==> src/rtl/ser_host_pkg.sv <==
package ser_host_pkg;
  localparam logic [7:0] OFS_CMD  = 8'h00;
  localparam logic [7:0] OFS_STAT = 8'h04;
  localparam logic [7:0] OFS_CTRL = 8'h0C;
  localparam logic [7:0] OFS_TXD  = 8'h10;
  localparam logic [7:0] OFS_RXD  = 8'h20;

  localparam int C_CS_LO    = 5;
  localparam int C_SW_CS    = 12;
  localparam int C_CS_LVL   = 13;
  localparam int C_RX_EN    = 14;
  localparam int C_TX_EN    = 15;
  localparam int C_CS_INV   = 16;
  localparam int C_D_LVL    = 18;
  localparam int C_D_PULL   = 19;
  localparam int C_CPHA     = 21;
  localparam int C_K_LVL    = 26;
  localparam int C_K_PULL   = 27;
  localparam int C_MASTER   = 28;

  localparam int S_TXOVF    = 26;
  localparam int S_RXUNF    = 27;
  localparam int S_READY    = 30;

  localparam int T_IE_TX    = 26;
  localparam int T_IE_RX    = 27;
  localparam int T_GO       = 31;

  typedef struct packed {
    logic [4:0] len_m1;
    logic       cpol;
    logic       cpha;
    logic       tx_en;
    logic       rx_en;
  } eng_cfg_t;
endpackage

==> src/rtl/ser_fifo.sv <==
module ser_fifo #(
  parameter int W     = 32,
  parameter int DEPTH = 4
) (
  input  logic         clk_i,
  input  logic         rst_ni,
  input  logic         push_i,
  input  logic [W-1:0] wdata_i,
  input  logic         pop_i,
  output logic [W-1:0] rdata_o,
  output logic         full_o,
  output logic         empty_o
);
  localparam int AW = (DEPTH > 1) ? $clog2(DEPTH) : 1;
  localparam int CW = $clog2(DEPTH + 1);

  logic [W-1:0]  mem_q [DEPTH];
  logic [AW-1:0] wp_q, rp_q;
  logic [CW-1:0] cnt_q;
  logic          do_push, do_pop;

  assign full_o  = (cnt_q == CW'(DEPTH));
  assign empty_o = (cnt_q == '0);
  assign do_push = push_i & ~full_o;
  assign do_pop  = pop_i & ~empty_o;
  assign rdata_o = mem_q[rp_q];

  function automatic logic [AW-1:0] nxt(input logic [AW-1:0] p);
    return (p == AW'(DEPTH - 1)) ? '0 : p + 1'b1;
  endfunction

  always_ff @(posedge clk_i or negedge rst_ni) begin
    if (!rst_ni) begin
      wp_q  <= '0;
      rp_q  <= '0;
      cnt_q <= '0;
      for (int i = 0; i < DEPTH; i++) mem_q[i] <= '0;
    end else begin
      if (do_push) begin
        mem_q[wp_q] <= wdata_i;
        wp_q        <= nxt(wp_q);
      end
      if (do_pop) rp_q <= nxt(rp_q);
      if (do_push && !do_pop)      cnt_q <= cnt_q + 1'b1;
      else if (do_pop && !do_push) cnt_q <= cnt_q - 1'b1;
    end
  end
endmodule

==> src/rtl/ser_shift_engine.sv <==
module ser_shift_engine
  import ser_host_pkg::*;
#(
  parameter int CNT_W    = 16,
  parameter int HALF_DIV = 2
) (
  input  logic             clk_i,
  input  logic             rst_ni,
  input  eng_cfg_t         cfg_i,
  input  logic [CNT_W-1:0] cnt_m1_i,
  input  logic             start_i,
  input  logic [31:0]      tx_data_i,
  input  logic             tx_empty_i,
  output logic             tx_pop_o,
  output logic             underrun_o,
  output logic             rx_push_o,
  output logic [31:0]      rx_data_o,
  output logic             busy_o,
  output logic             done_o,
  output logic             sclk_o,
  output logic             mosi_o,
  input  logic             miso_i
);
  localparam int DW = (HALF_DIV > 1) ? $clog2(HALF_DIV) : 1;

  logic             busy_q, sclk_q, seen_q;
  logic [DW-1:0]    div_q;
  logic [5:0]       edge_q;
  logic [4:0]       bidx_q;
  logic [CNT_W-1:0] word_q;
  logic [31:0]      txw_q, rx_q, rx_nxt;
  logic             tick, last_edge, smp, final_w, begin_blk, load;

  assign tick      = busy_q & (div_q == DW'(HALF_DIV - 1));
  assign last_edge = (edge_q == {cfg_i.len_m1, 1'b1});
  // even edge index = leading edge; sample edge depends on phase
  assign smp       = ~edge_q[0] ^ cfg_i.cpha;
  assign rx_nxt    = smp ? {rx_q[30:0], miso_i} : rx_q;
  assign final_w   = (word_q == cnt_m1_i);
  assign begin_blk = start_i & ~busy_q;
  assign load      = begin_blk | (tick & last_edge & ~final_w);

  assign tx_pop_o   = load & cfg_i.tx_en & ~tx_empty_i;
  assign underrun_o = load & cfg_i.tx_en & tx_empty_i;
  assign rx_push_o  = tick & last_edge & cfg_i.rx_en;
  assign rx_data_o  = rx_nxt;
  assign done_o     = tick & last_edge & final_w;
  assign busy_o     = busy_q;
  assign sclk_o     = sclk_q;
  assign mosi_o     = txw_q[bidx_q];

  always_ff @(posedge clk_i or negedge rst_ni) begin
    if (!rst_ni) begin
      busy_q <= 1'b0;
      sclk_q <= 1'b0;
      seen_q <= 1'b0;
      div_q  <= '0;
      edge_q <= '0;
      bidx_q <= '0;
      word_q <= '0;
      txw_q  <= '0;
      rx_q   <= '0;
    end else begin
      if (begin_blk) begin
        busy_q <= 1'b1;
        word_q <= '0;
        sclk_q <= cfg_i.cpol;
      end
      if (busy_q) begin
        if (tick) begin
          div_q  <= '0;
          sclk_q <= ~sclk_q;
          if (last_edge) begin
            if (final_w) busy_q <= 1'b0;
            else         word_q <= word_q + 1'b1;
          end else begin
            edge_q <= edge_q + 1'b1;
            rx_q   <= rx_nxt;
            if (smp)                        seen_q <= 1'b1;
            else if (seen_q && bidx_q != 0) bidx_q <= bidx_q - 1'b1;
          end
        end else begin
          div_q <= div_q + 1'b1;
        end
      end
      if (load) begin
        txw_q  <= tx_pop_o ? tx_data_i : '0;
        edge_q <= '0;
        bidx_q <= cfg_i.len_m1;
        seen_q <= 1'b0;
        rx_q   <= '0;
        div_q  <= '0;
      end
    end
  end
endmodule

==> src/rtl/ser_host_ctrl.sv <==
module ser_host_ctrl
  import ser_host_pkg::*;
#(
  parameter int FIFO_DEPTH = 4,
  parameter int CNT_W      = 16,
  parameter int HALF_DIV   = 2,
  parameter int NUM_CS     = 4
) (
  input  logic              clk_i,
  input  logic              rst_ni,
  input  logic              bus_sel_i,
  input  logic              bus_we_i,
  input  logic [7:0]        bus_addr_i,
  input  logic [31:0]       bus_wdata_i,
  output logic [31:0]       bus_rdata_o,
  output logic              sclk_o,
  output logic              sclk_oe_o,
  output logic              mosi_o,
  output logic              mosi_oe_o,
  input  logic              miso_i,
  output logic [NUM_CS-1:0] cs_o,
  output logic              irq_o
);
  logic [31:0] cmd_q;
  logic [30:0] ctrl_q;
  logic        ready_q, txovf_q, rxunf_q;
  logic        wr, rd, wr_cmd, wr_ctrl, wr_stat, wr_tx, rd_rx, start;
  logic        tx_full, tx_empty, rx_full, rx_empty, tx_pop, rx_push;
  logic [31:0] tx_head, rx_head, rx_word;
  logic        busy, done, underrun, eng_sclk, eng_mosi, drive_d;
  eng_cfg_t    cfg;

  assign wr      = bus_sel_i & bus_we_i;
  assign rd      = bus_sel_i & ~bus_we_i;
  assign wr_cmd  = wr & (bus_addr_i == OFS_CMD)  & ~busy;
  assign wr_ctrl = wr & (bus_addr_i == OFS_CTRL) & ~busy;
  assign wr_stat = wr & (bus_addr_i == OFS_STAT);
  assign wr_tx   = wr & (bus_addr_i == OFS_TXD);
  assign rd_rx   = rd & (bus_addr_i == OFS_RXD);
  assign start   = wr_ctrl & bus_wdata_i[T_GO] & cmd_q[C_MASTER];

  assign cfg = '{len_m1: cmd_q[4:0], cpol: cmd_q[C_K_LVL], cpha: cmd_q[C_CPHA],
                 tx_en: cmd_q[C_TX_EN], rx_en: cmd_q[C_RX_EN]};

  ser_fifo #(.W(32), .DEPTH(FIFO_DEPTH)) u_txf (
    .clk_i, .rst_ni, .push_i(wr_tx), .wdata_i(bus_wdata_i), .pop_i(tx_pop),
    .rdata_o(tx_head), .full_o(tx_full), .empty_o(tx_empty));

  ser_fifo #(.W(32), .DEPTH(FIFO_DEPTH)) u_rxf (
    .clk_i, .rst_ni, .push_i(rx_push), .wdata_i(rx_word), .pop_i(rd_rx),
    .rdata_o(rx_head), .full_o(rx_full), .empty_o(rx_empty));

  ser_shift_engine #(.CNT_W(CNT_W), .HALF_DIV(HALF_DIV)) u_eng (
    .clk_i, .rst_ni, .cfg_i(cfg), .cnt_m1_i(ctrl_q[CNT_W-1:0]), .start_i(start),
    .tx_data_i(tx_head), .tx_empty_i(tx_empty), .tx_pop_o(tx_pop),
    .underrun_o(underrun), .rx_push_o(rx_push), .rx_data_o(rx_word),
    .busy_o(busy), .done_o(done), .sclk_o(eng_sclk), .mosi_o(eng_mosi),
    .miso_i(miso_i));

  always_ff @(posedge clk_i or negedge rst_ni) begin
    if (!rst_ni) begin
      cmd_q   <= '0;
      ctrl_q  <= '0;
      ready_q <= 1'b0;
      txovf_q <= 1'b0;
      rxunf_q <= 1'b0;
    end else begin
      if (wr_cmd)  cmd_q  <= bus_wdata_i;
      if (wr_ctrl) ctrl_q <= bus_wdata_i[30:0];
      if (wr_stat) begin
        if (bus_wdata_i[S_READY]) ready_q <= 1'b0;
        if (bus_wdata_i[S_TXOVF]) txovf_q <= 1'b0;
        if (bus_wdata_i[S_RXUNF]) rxunf_q <= 1'b0;
      end
      // set wins over a same-cycle clear
      if (done)                            ready_q <= 1'b1;
      if ((wr_tx && tx_full) || underrun)  txovf_q <= 1'b1;
      if (rd_rx && rx_empty)               rxunf_q <= 1'b1;
    end
  end

  always_comb begin
    bus_rdata_o = '0;
    unique case (bus_addr_i)
      OFS_CMD:  bus_rdata_o = cmd_q;
      OFS_STAT: bus_rdata_o = {busy, ready_q, 2'b00, rxunf_q, txovf_q,
                               rx_empty, rx_full, tx_empty, tx_full, 22'd0};
      OFS_CTRL: bus_rdata_o = {busy, ctrl_q};
      OFS_RXD:  bus_rdata_o = rx_empty ? '0 : rx_head;
      default:  bus_rdata_o = '0;
    endcase
  end

  assign irq_o     = ready_q & (ctrl_q[T_IE_TX] | ctrl_q[T_IE_RX]);
  assign sclk_o    = busy ? eng_sclk : cmd_q[C_K_LVL];
  assign sclk_oe_o = busy | ~cmd_q[C_K_PULL];
  assign drive_d   = busy & cmd_q[C_TX_EN];
  assign mosi_o    = drive_d ? eng_mosi : cmd_q[C_D_LVL];
  assign mosi_oe_o = drive_d | ~cmd_q[C_D_PULL];

  for (genvar g = 0; g < NUM_CS; g++) begin : g_cs
    logic act;
    assign act = cmd_q[C_SW_CS] ? ~cmd_q[C_CS_LVL] : busy;
    assign cs_o[g] = (cmd_q[C_CS_LO + g] & act) ? cmd_q[C_CS_INV] : ~cmd_q[C_CS_INV];
  end
endmodule

==> config.mk <==
export PLATFORM = sky130hd
export DESIGN_NAME = ser_host_ctrl
export DESIGN_NICKNAME = d
export VERILOG_FILES = /design/src/rtl/ser_host_pkg.sv /design/src/rtl/ser_fifo.sv /design/src/rtl/ser_shift_engine.sv /design/src/rtl/ser_host_ctrl.sv
export SDC_FILE = /design/constraint.sdc
export NUM_CORES = 1
export LEC_CHECK = 0
export BUFFER_PORTS_ARGS = -buffer_cell sky130_fd_sc_hd__buf_4
export CORE_ASPECT_RATIO = 1.2
export CORE_MARGIN = 10
export CORE_UTILIZATION = 45
export DETAILED_ROUTE_END_ITERATION = 10
export GPL_ROUTABILITY_DRIVEN = 0
export GPL_TIMING_DRIVEN = 0
export PLACE_DENSITY = 0.61
export SLEW_MARGIN = 20
export SYNTH_ARGS = -nofsm -noshare
export SYNTH_HDL_FRONTEND = slang
export SYNTH_SLANG_ARGS = --single-unit
==> constraint.sdc <==
create_clock -name clk_i -period 3.6 [get_ports clk_i]
set_clock_uncertainty 0.1 [all_clocks]
set_input_delay 0 -clock clk_i [delete_from_list [all_inputs] [get_ports clk_i]]
set_output_delay 0 -clock clk_i [all_outputs]
set_load 0.03 [all_outputs]
; ---- Yosys cells after proc, flatten, opt, wreduce, memory -nomap -nowiden
; Cells that the tools add are included.
[totals]
regBits = 431
inputBits = 45
output_inout_bits = 41
word_cells = 226
[classes]
add_sub_neg = 12
magnitude_cmp = 7
eq_ne = 14
mux = 77
bitwise = 52
n_reduce_logical = 36
[op_table]
columns = op, count
row1 = 32-bit 2-to-1 mux, 13
row2 = 128-bit bitwise mux, 2
row3 = 32-bit binary-select mux with 2-bit select, 2
row4 = 32-bit demux with 2-bit select, 2
row5 = 32-bit case mux with 4 select lines, 1
row6 = 16-bit 2-to-1 mux, 5
row7 = 1-bit 2-to-1 mux, 33
row8 = 1-bit AND, 30
row9 = 5-bit 2-to-1 mux, 6
row10 = 6-bit 2-to-1 mux, 4
row11 = 2-bit nonzero test, 12
row12 = 16-bit by 1-bit adder with 16-bit output (second input constant), 1
row13 = 16-bit equality test, 1
row14 = 1-bit NOT, 13
row15 = 3-bit greater-or-equal comparator (second input constant), 4
row16 = 3-bit 2-to-1 mux, 4
row17 = 2-bit NOT with 3-bit output, 4
row18 = 1-bit logical AND, 9
row19 = 2-bit by 1-bit adder with 2-bit output (second input constant), 4
row20 = 2-bit equality test (second input constant), 4
row21 = 8-bit by 3-bit equality test with 1-bit output (second input constant), 1
row22 = 8-bit by 4-bit equality test with 1-bit output (second input constant), 1
row23 = 8-bit by 5-bit equality test with 1-bit output (second input constant), 1
row24 = 8-bit by 6-bit equality test with 1-bit output (second input constant), 1
row25 = other kinds (23), 40

; ---- Depth between registers and ports, before layout
; Gate-level depths: netlist (run 1).
[logic_depth]
ltp_word = 13
depth_mapped = 14
ltp_nobuf = 12

; ---- Cells and area by module
; A second synthesis (run 1) with hierarchy kept.
[hier_totals]
cells_unflattened = 1472
hier_area_um2 = 20584.7
[by_module_without_submodules]
columns = mod, n_inst, cells_per_inst, area_each_um2, seq_area_each_um2
row1 = ser_fifo, 2, 348, 5979.5, 3378.2
row2 = ser_shift_engine, 1, 501, 5099.9, 2377.3
row3 = ser_host_ctrl, 1, 275, 3525.9, 1651.6

; ---- Worst setup path after synthesis (run 1)
; OpenSTA, ideal clock, no wires.
[synth_path]
path_type = reg-to-reg
start = register u_eng.edge_q[3]
end = register u_txf.cnt_q[1]
setup_ns = 0.125
arrival_ns = 2.743
required_ns = 3.375
setup_slack_ns = 0.632
stages_incl_launch_ff = 12
path_buffers = 1
period_less_slack_ns = 2.968
cell_sequence = dfrtp_1 -> xor2_1 -> nor4_1 -> and3b_1 -> nand2_1 -> nand2_1 -> clkbuf_1 -> nand2_1 -> ha_1 -> inv_1 -> fa_1 -> mux2_2
[synth_between]
elab_chain_cells = 10
elab_cells_between_ends = 12
cone_classes = 1 x eq/ne / 1 x mux / 6 x bitwise / 4 x reduce/logical
[synth_lines]
columns = item, line_no
row1 = "start, declared", ser_shift_engine.sv:28  ; logic [5:0] edge_q;
row2 = "start signal, assigned", ser_shift_engine.sv:77  ; edge_q <= edge_q + 1'b1;
row3 = 6-bit equality test *, ser_shift_engine.sv:35  ; assign last_edge = (edge_q == {cfg_i.len_m1, 1'b1});
row4 = 1-bit AND * (2 in a row), ser_shift_engine.sv:41  ; assign load = begin_blk | (tick & last_edge & ~final_w);
row5 = 1-bit OR *, ser_shift_engine.sv:41
row6 = 1-bit AND * (2 in a row), ser_shift_engine.sv:43  ; assign tx_pop_o = load & cfg_i.tx_en & ~tx_empty_i;
row7 = 1-bit AND *, ser_fifo.sv:25  ; assign do_pop = pop_i & ~empty_o;
row8 = 1-bit zero test, ser_fifo.sv:44  ; if (do_push && !do_pop) cnt_q <= cnt_q + 1'b1;
row9 = 1-bit logical AND, ser_fifo.sv:44
row10 = 3-bit 2-to-1 mux or 2-bit nonzero test (tied branches), n/a
row11 = "end signal, assigned", ser_fifo.sv:44
row12 = "end signal, assigned", ser_fifo.sv:45  ; else if (do_pop && !do_push) cnt_q <= cnt_q - 1'b1;
row13 = "end, declared", ser_fifo.sv:19  ; logic [CW-1:0] cnt_q;
; Mark *: on every way between the ends. The rest lies on a longest branch, timed or not.
; A chain may end at the register's enable or synchronous reset.

; ---- Final worst setup path (run 1)
[layout_path]
start = input bus_addr_i[5]
end = output bus_rdata_o[3]
[layout_between]
elab_chain_cells = 2
elab_cells_between_ends = 5
cone_classes = 3 x eq/ne / 1 x mux / 1 x reduce/logical
[layout_lines]
columns = item, line_no
row1 = "start, declared", ser_host_ctrl.sv:13  ; input logic [7:0] bus_addr_i,
row2 = 8-bit by 6-bit equality test with 1-bit output (tied with other cells), ser_host_ctrl.sv:84  ; unique case (bus_addr_i)
row3 = 32-bit case mux with 4 select lines *, ser_host_ctrl.sv:84
row4 = "end, declared", ser_host_ctrl.sv:15  ; output logic [31:0] bus_rdata_o,
; Marks and branches as above.

==> results of run 1 <==
synth_stat cells (all sizes together) (2+ instances only):
library cell and instances:
dfrtp 431, nand2 249, mux2 201, o21ai 201, clkbuf 83, mux4 72, nor2 66, inv 48
mux2i 44, a211oi 33, xor2 33, buf 25, a22oi 24, nand3 17, ha 16, a21oi 15
xnor2 11, and2 8, nand4 8, o221ai 8, and3 7, nor4 7, nor3 6, a31oi 4
a311oi 3, nand2b 3, nor2b 3, a41oi 2, fa 2, or4 2
placed cells by master, fill, tap and decap left out, types with 9 or more instances in the layout:
| master | n |
|---|---|
| dfrtp_1 | 431 |
| nand2_1 | 243 |
| o21ai_0 | 201 |
| mux2_2 | 193 |
| clkbuf_1 | 90 |
| buf_4 | 85 |
| mux4_2 | 72 |
| nor2_1 | 66 |
| inv_1 | 48 |
| clkbuf_16 | 48 |
| dlygate4sd3_1 | 45 |
| mux2i_1 | 44 |
| xor2_1 | 33 |
| a211oi_1 | 33 |
| a22oi_1 | 24 |
| nand3_1 | 17 |
| ha_1 | 16 |
| a21oi_1 | 14 |
| clkbuf_8 | 12 |
| buf_2 | 11 |
| xnor2_1 | 10 |
| buf_6 | 10 |
| clkinv_2 | 9 |
worst paths after layout:
path	from	end	slack, ns	cells after the start
worst max-delay path	bus_addr_i[5]	bus_rdata_o[3]	0.19	10
worst min-delay path	bus_wdata_i[19]	cmd_q[19]	0.14	3
min in group asynchronous	rst_ni	u_txf.mem_q[119]	0.42	4
max in group asynchronous	rst_ni	u_eng.word_q[12]	1.80	6
worst max register to register	u_eng.word_q[12]	u_txf.cnt_q[2]	0.25	12
worst min register to register	u_rxf.mem_q[70]	u_rxf.mem_q[70]	0.37	2
where the power goes:
| part | switching (mW) | leakage, nW | internal (mW) |
|---|---|---|---|
| logic | 0.209 | 4.10 | 0.136 |
| clock network | 2.00 | 0.781 | 2.93 |
| registers | 0.0311 | 5.90 | 4.88 |
cell families after synthesis:
family | Yosys count | synth area share, %
compound gates | 297 | 8.684
xor+xnor | 44 | 1.945
fa+ha+maj | 18 | 1.213
buf+inv | 156 | 3.518
flops | 431 | 54.44
mux | 317 | 21.93
simple gates | 383 | 8.268
metrics by stage:
step	util, %	instances
after global placement	48.37	2290
after global routing	53.46	2427
after CTS	53.41	2426
final	53.46	2427
after detailed placement	48.70	2295
after floorplan	-	1646
area by class of cell:
class                   count  area, um^2  share of cell area (%)
flip-flops and latches    431       10790                   46.15
multi-input cells        1059        8341                   35.69
clock buffers              68        1366                   5.846
repair buffers            138        1280                   5.476
well taps                 559       699.4                   2.993
plain buffers             107       513.0                   2.195
clock inverters            17       207.7                  0.8887
inverters                  48       180.2                  0.7709
critical path, stage by stage:
cell           delay (ns)
dlygate4sd3_1        0.54
buf_4                0.15
nor2_1               0.10
nand3_1              0.16
clkbuf_1             0.28
nor2_1               0.71
clkbuf_1             0.58
a22oi_1              0.24
o21ai_0              0.27
buf_4                0.26
state kept, by name (all words and copies together) (netlist names), 2 cells and up:
register	count
u_rxf.mem_q	128
u_txf.mem_q	128
cmd_q	32
u_eng.rx_q	32
u_eng.txw_q	32
ctrl_q	31
u_eng.word_q	16
u_eng.edge_q	6
u_eng.bidx_q	5
u_rxf.cnt_q	3
u_txf.cnt_q	3
u_rxf.rp_q	2
u_rxf.wp_q	2
u_txf.rp_q	2
u_txf.wp_q	2
repair_timing:
| action | in CTS | in global routing |
|---|---|---|
| endpoints found under the setup margin | 2 | 2 |
| resized for setup | 1 | 1 |
| gates cloned | 0 | 0 |
| hold buffers | 46 | 0 |
| endpoints found under the hold margin | 340 | 0 |
| pin swaps | 1 | 0 |
| buffers inserted | 1 | 0 |
routing by layer:
metal,share of wire (%),global-route usage (%),vias up
met2,53,35.82,277
met5,0,0,-
met3,3.5,2.696,85
li1,-,-,6214
met1,41,24.70,7090
met4,2.6,7.262,0
==> reports/results.txt, run 1 <==
distinct cell type count after synthesis - 53
dpl hpwl - 37470 um
first drt pass iteration count - 6
Cell Area, Synth - 0.01981 mm^2
insertion delay to the later sink of the worst-skew pair - 0.59 ns
highest ir drop seen on vdd - 366.5 uV
routed wire length - 52930 um
total of max-cap violations - 0
setup_tns - 0 ns
Clk pin slew, worst setup/hold paths - 0.06 ns
chip height - 249.8 um
Filler Cells Inserted - 3790
outcome - completed
vias per inst - 5.631
ys flop type - dfrtp_1
Post-synth EDFFs - 0
DRT iter0 DRCs - 935
cells after synthesis - 1646
final setup vio count - 0
leakage power - 10.78 nW
FF+latch count, synth - 431
residual DRC count - 0
core footprint - 0.04372 mm^2
FMAX - 0.2931 GHz
PwrDens - 435.5 mW/mm^2
vias in the first global route - 14530
post-route clock period utilization - 94.76%
I/O Buffers - 85
clk sinks - 431
startpoint types - primary input
largest area contributor in the netlist - dfrtp_1
starting density of the core - 45.31%
Required @ worst endpoint - 3.50 ns
die area - 0.05285 mm^2
Avg Cell Area, Syn - 12.04 um^2
Root Buffer - clkbuf_16
WL per Instance - 21.81 um
dominant cells by area after synthesis - dfrtp_1 (54%), mux2_2 (11%), mux4_2 (8.2%)
Tmin final - 3.412 ns
syn_nets - 1709
Worst Hold Class - in -> reg
Worst Tran Pin Value - 1.054 ns
Nets - 1895
Setup WS pre-CTS - -0.3236 ns
Hold Slack - 0.1393 ns
total grt overflow - 0
Num CTS Buffers - 47
post-synth top area share - 54.44%
CP Capture Type - output port
Placed Area - 0.02129 mm^2
Slew Viols, Final - 0
CP arrival - 3.31 ns
global-route wire length before repair - 83980 um
Design Area, Final - 0.02337 mm^2
P&R area growth vs syn - 17.98%
final antenna-violating net count - 0
Rows - 84
total global-route track usage - 20.27%
I/O Pins - 86
DR vias - 13670
Yosys warnings - 0
worst setup path class - in -> out
H-tree levels - 2
diodes inserted - 0
Clock Path Buffers - 3
pin count of the biggest net entering global routing - 102
initial antenna violation count - 0
RSZ-0062 raised after global routing - false
fraction of registers with async set or reset after synthesis - 100.0%
sequential fraction of the synthesis area - 54.44%
final hold viol count - 0
Worst slew margin - 29.17%
total chip power - 10.18 mW
CTS tree - done
Worst Setup Slack, final - 0.1885 ns
crit-path max FO - 10
Die Wd - 211.5 um
layout cells sized above 1 - 25.16%
Power figures use the tool's default switching activity.
==> run 2, diff against run 1 <==
--- a/config.mk
+++ b/config.mk
@@ -5,6 +5,7 @@
 export SDC_FILE = /design/constraint.sdc
 export NUM_CORES = 1
 export LEC_CHECK = 0
+export ABC_AREA = 1
 export BUFFER_PORTS_ARGS = -buffer_cell sky130_fd_sc_hd__buf_4
 export CORE_ASPECT_RATIO = 1.2
 export CORE_MARGIN = 10
==> run 2 against run 1 <==
Compared with the run above:
- critical path depth up 6
- via count increased by 33%
- clock-buffer cell count grew 1
- critical path type is now in -> reg
- worst setup slack better by 0.083 ns
- clock power shrank 4.3%
==> reports/results.txt, run 2 <==
Critical Path Sink - u_txf.cnt_q[2] (was bus_rdata_o[3])
post-synth top area share - 53.26% (was 54.44%)
Root Buffer - clkbuf_16 (unchanged)
placed cell count - 3099 (was 2295)
Post-CTS Resized - 0 (was 1)
DR vias - 18120 (was 13670)
syn_nets - 2508 (was 1709)
clk sinks - 431 (unchanged)
total chip power - 12.69 mW (was 10.18 mW)
critical-path cell list - dlygate4sd3_1 > buf_4 > nor2_2 > dlygate4sd3_1 > nand3_1 > dlygate4sd3_1 > nor3_1 > nand2_1 > inv_2 > ha_1 > inv_1 > fa_1 > nor2_1 > nor2_1 > nand2_1 > xor2_1 (was dlygate4sd3_1 > buf_4 > nor2_1 > nand3_1 > clkbuf_1 > nor2_1 > clkbuf_1 > a22oi_1 > o21ai_0 > buf_4)
highest ir drop seen on vdd - 433.5 uV (was 366.5 uV)
DRT met1 WL - 27330 um (was 21820 um)
Post-Synth Adder-Cell Area - 1.186% (was 1.213%)
residual DRC count - 0 (unchanged)
initial antenna violation count - 1 (was 0)
post-route clock period utilization - 92.47% (was 94.76%)
top sig layer - met5 (was met4)
WL met3 - 3853 um (was 1860 um)
xor and xnor fraction of the mapped netlist area - 0.6920% (was 1.945%)
top-count cell post-synth - nand2_1 (was dfrtp_1)
CTS tree - done (unchanged)
distinct cell type count after synthesis - 43 (was 53)
Worst Path Buf+Inv - 6 (was 5)
pin count of the biggest net entering global routing - 102 (unchanged)
Design Area, Final - 0.02366 mm^2 (was 0.02337 mm^2)
kind of cell adding the most delay to the critical path - buffers and inverters (unchanged)
startpoint types - primary input (unchanged)
Synth Area in Simple Gates - 19.62% (was 8.268%)
Cell Area, Synth - 0.02025 mm^2 (was 0.01981 mm^2)
RSZ-0062 raised after global routing - false (unchanged)
chip height - 252.4 um (was 249.8 um)
final std cells w/o fill - 3228 (was 2427)
global-route wire length before repair - 105900 um (was 83980 um)
worst setup path class - in -> reg (was in -> out)
most used cell, CP - dlygate4sd3_1
P&R area growth vs syn - 16.83% (was 17.98%)
cells after synthesis - 2445 (was 1646)
Crit. Startpoint - bus_addr_i[6] (was bus_addr_i[5])
ys flop type - dfrtp_1 (unchanged)
PwrDens - 536.5 mW/mm^2 (was 435.5 mW/mm^2)
Post-synth EDFFs - 0 (unchanged)
I/O Pins - 86 (unchanged)
insertion delay to the later sink of the worst-skew pair - 0.60 ns (was 0.59 ns)
Slew Viols, Final - 0 (unchanged)
Crit path largest cell delay - 0.65 ns (was 0.71 ns)
routed wire length - 67880 um (was 52930 um)
diodes inserted - 0 (unchanged)
largest registers - u_rxf.mem_q: 128 flops, u_txf.mem_q: 128 flops (unchanged)
die area - 0.05393 mm^2 (was 0.05285 mm^2)
starting density of the core - 45.34% (was 45.31%)
vias in the first global route - 18320 (was 14530)
final setup vio count - 0 (unchanged)
reg2reg path depth - 18 (was 12)
commonest cells after routing, fill and taps aside - nand2_1 (659), dfrtp_1 (431), o21ai_0 (401) (was dfrtp_1 (431), nand2_1 (243), o21ai_0 (201))
Worst Tran Pin Value - 0.8124 ns (was 1.054 ns)
Setup Buffers After CTS - 0 (was 1)
main combinational cell family by area after synthesis - simple AND/OR/NAND/NOR gates (was multiplexers)
Num CTS Buffers - 47 (unchanged)
dominant cells by area after synthesis - dfrtp_1 (53%), nand2_1 (12%), o21ai_0 (9.9%) (was dfrtp_1 (54%), mux2_2 (11%), mux4_2 (8.2%))
FMAX - 0.3004 GHz (was 0.2931 GHz)
largest area contributor in the netlist - dfrtp_1 (unchanged)
Rows - 85 (was 84)
Synth top cells by count - nand2_1 (659), dfrtp_1 (431), o21ai_0 (401), nor2_1 (198), inv_1 (176) (was dfrtp_1 (431), nand2_1 (245), o21ai_0 (201), mux2_2 (193), clkbuf_1 (80))
total grt overflow - 0 (unchanged)
first drt pass iteration count - 6 (unchanged)
final hold viol count - 0 (unchanged)
final core occ - 52.97% (was 53.46%)
final antenna-violating net count - 0 (unchanged)
CP Capture Type - flip-flop (was output port)
layout cells sized above 1 - 9.125% (was 25.16%)
Die Wd - 213.7 um (was 211.5 um)
vias per inst - 5.612 (was 5.631)
WL per Instance - 21.03 um (was 21.81 um)
Worst slew margin - 45.84% (was 29.17%)
Tmin final - 3.329 ns (was 3.412 ns)
total global-route track usage - 25.38% (was 20.27%)
Worst R2R Start - u_eng.word_q[14] (was u_eng.word_q[12])
Avg Cell Area, Syn - 8.283 um^2 (was 12.04 um^2)
WL met2 - 34170 um (was 27840 um)
leakage power - 11.24 nW (was 10.78 nW)
crit-path max FO - 7 (was 10)
CP arrival - 3.74 ns (was 3.31 ns)
reg2reg end - u_txf.cnt_q[2] (unchanged)
DRT iter0 DRCs - 1485 (was 935)
Placed Area - 0.02171 mm^2 (was 0.02129 mm^2)
outcome - completed (unchanged)
worst-path cell with the longest stage delay - dlygate4sd3_1 (was nor2_1)
Clk pin slew, worst setup/hold paths - 0.06 ns (about the same)
Nets - 2693 (was 1895)
FF+latch count, synth - 431 (unchanged)
mux contribution to synthesized area - 0.05560% (was 21.93%)
Yosys warnings - 0 (unchanged)
Clock Path Buffers - 3 (unchanged)
dpl hpwl - 47860 um (was 37470 um)
FF-to-FF setup slack - 0.57 ns (was 0.25 ns)
cell depth of the worst setup path - 16 (was 10)
Worst Hold Class - in -> reg (unchanged)
post-synthesis compound-gate area fraction - 18.11% (was 8.684%)
Required @ worst endpoint - 4.01 ns (was 3.50 ns)
H-tree levels - 2 (unchanged)
core footprint - 0.04467 mm^2 (was 0.04372 mm^2)
sequential fraction of the synthesis area - 53.26% (was 54.44%)
leading cell type in the layout, fill and taps excluded - nand2_1 (was dfrtp_1)
total of max-cap violations - 0 (unchanged)
I/O Buffers - 85 (unchanged)
fraction of registers with async set or reset after synthesis - 100.0% (unchanged)
==> run 2: power breakdown <==
group          internal, mW  switching [mW]  leakage (nW)  total, mW
clock                  2.69            2.02         0.717       4.71
combinational         0.775            1.76          4.71       2.54
sequential             5.18           0.267          5.82       5.44
total                  8.65            4.05          11.2       12.7
==> run 2: cell type report <==
| type | count | area (um^2) |
|---|---|---|
| repair buffers | 136 | 1244 |
| flip-flops and latches | 431 | 10790 |
| well taps | 565 | 706.9 |
| clock buffers | 69 | 1329 |
| clock inverters | 13 | 128.9 |
| fillers | 4228 | 21010 |
| inverters | 184 | 691.9 |
| plain buffers | 141 | 740.7 |
| multi-input cells | 1689 | 8034 |
==> run 2: metal layers <==
metal  vias up  global-route usage, %
met1      8914                  31.05
met5         -                      0
met3       150                  3.622
li1       8473                      -
met2       577                  43.82
met4         2                  10.55
==> run 2: per-stage QoR <==
step / TNS (ns) / worst slack, ns / hold slack, ns
floorplan: 0 / 1.031 / -0.3956
global placement: -834.17 / -1.978 / 0.2328
detailed placement: 0 / 0.4358 / -0.1242
CTS: 0 / 0.3955 / 0.01270
global route: 0 / 0.1052 / 0.1246
finish: 0 / 0.2711 / 0.03676
==> run 2: cells by family after synthesis <==
| family | Yosys count |
|---|---|
| simple gates | 980 |
| compound gates | 674 |
| flops | 431 |
| buf+inv | 325 |
| fa+ha+maj | 18 |
| xor+xnor | 16 |
| mux | 1 |
==> run 2: worst min path at each step <==
stage / cells after the start / to / from
final: 8 / u_rxf.rp_q[0] / bus_addr_i[7]
after global routing: 8 / u_rxf.rp_q[0] / bus_addr_i[7]
after CTS: 8 / u_rxf.rp_q[0] / bus_addr_i[7]
after detailed placement: 1 / u_txf.mem_q[7] / rst_ni
after global placement: 3 / rxunf_q / bus_sel_i
after floorplan: 0 / cmd_q[0] / rst_ni
==> run 2: repair_timing <==
item                       CTS  global route
hold endpoints to repair   359             0
setup endpoints to repair    0             0
hold buffers                47             0
==> run 2: worst min-delay path, delay by kind of cell <==
family                 cells  cell delay [ns]
buffers and inverters      2             0.14
and+or+nand+nor            5             0.43
AOI/OAI and AO/OA          1             0.10
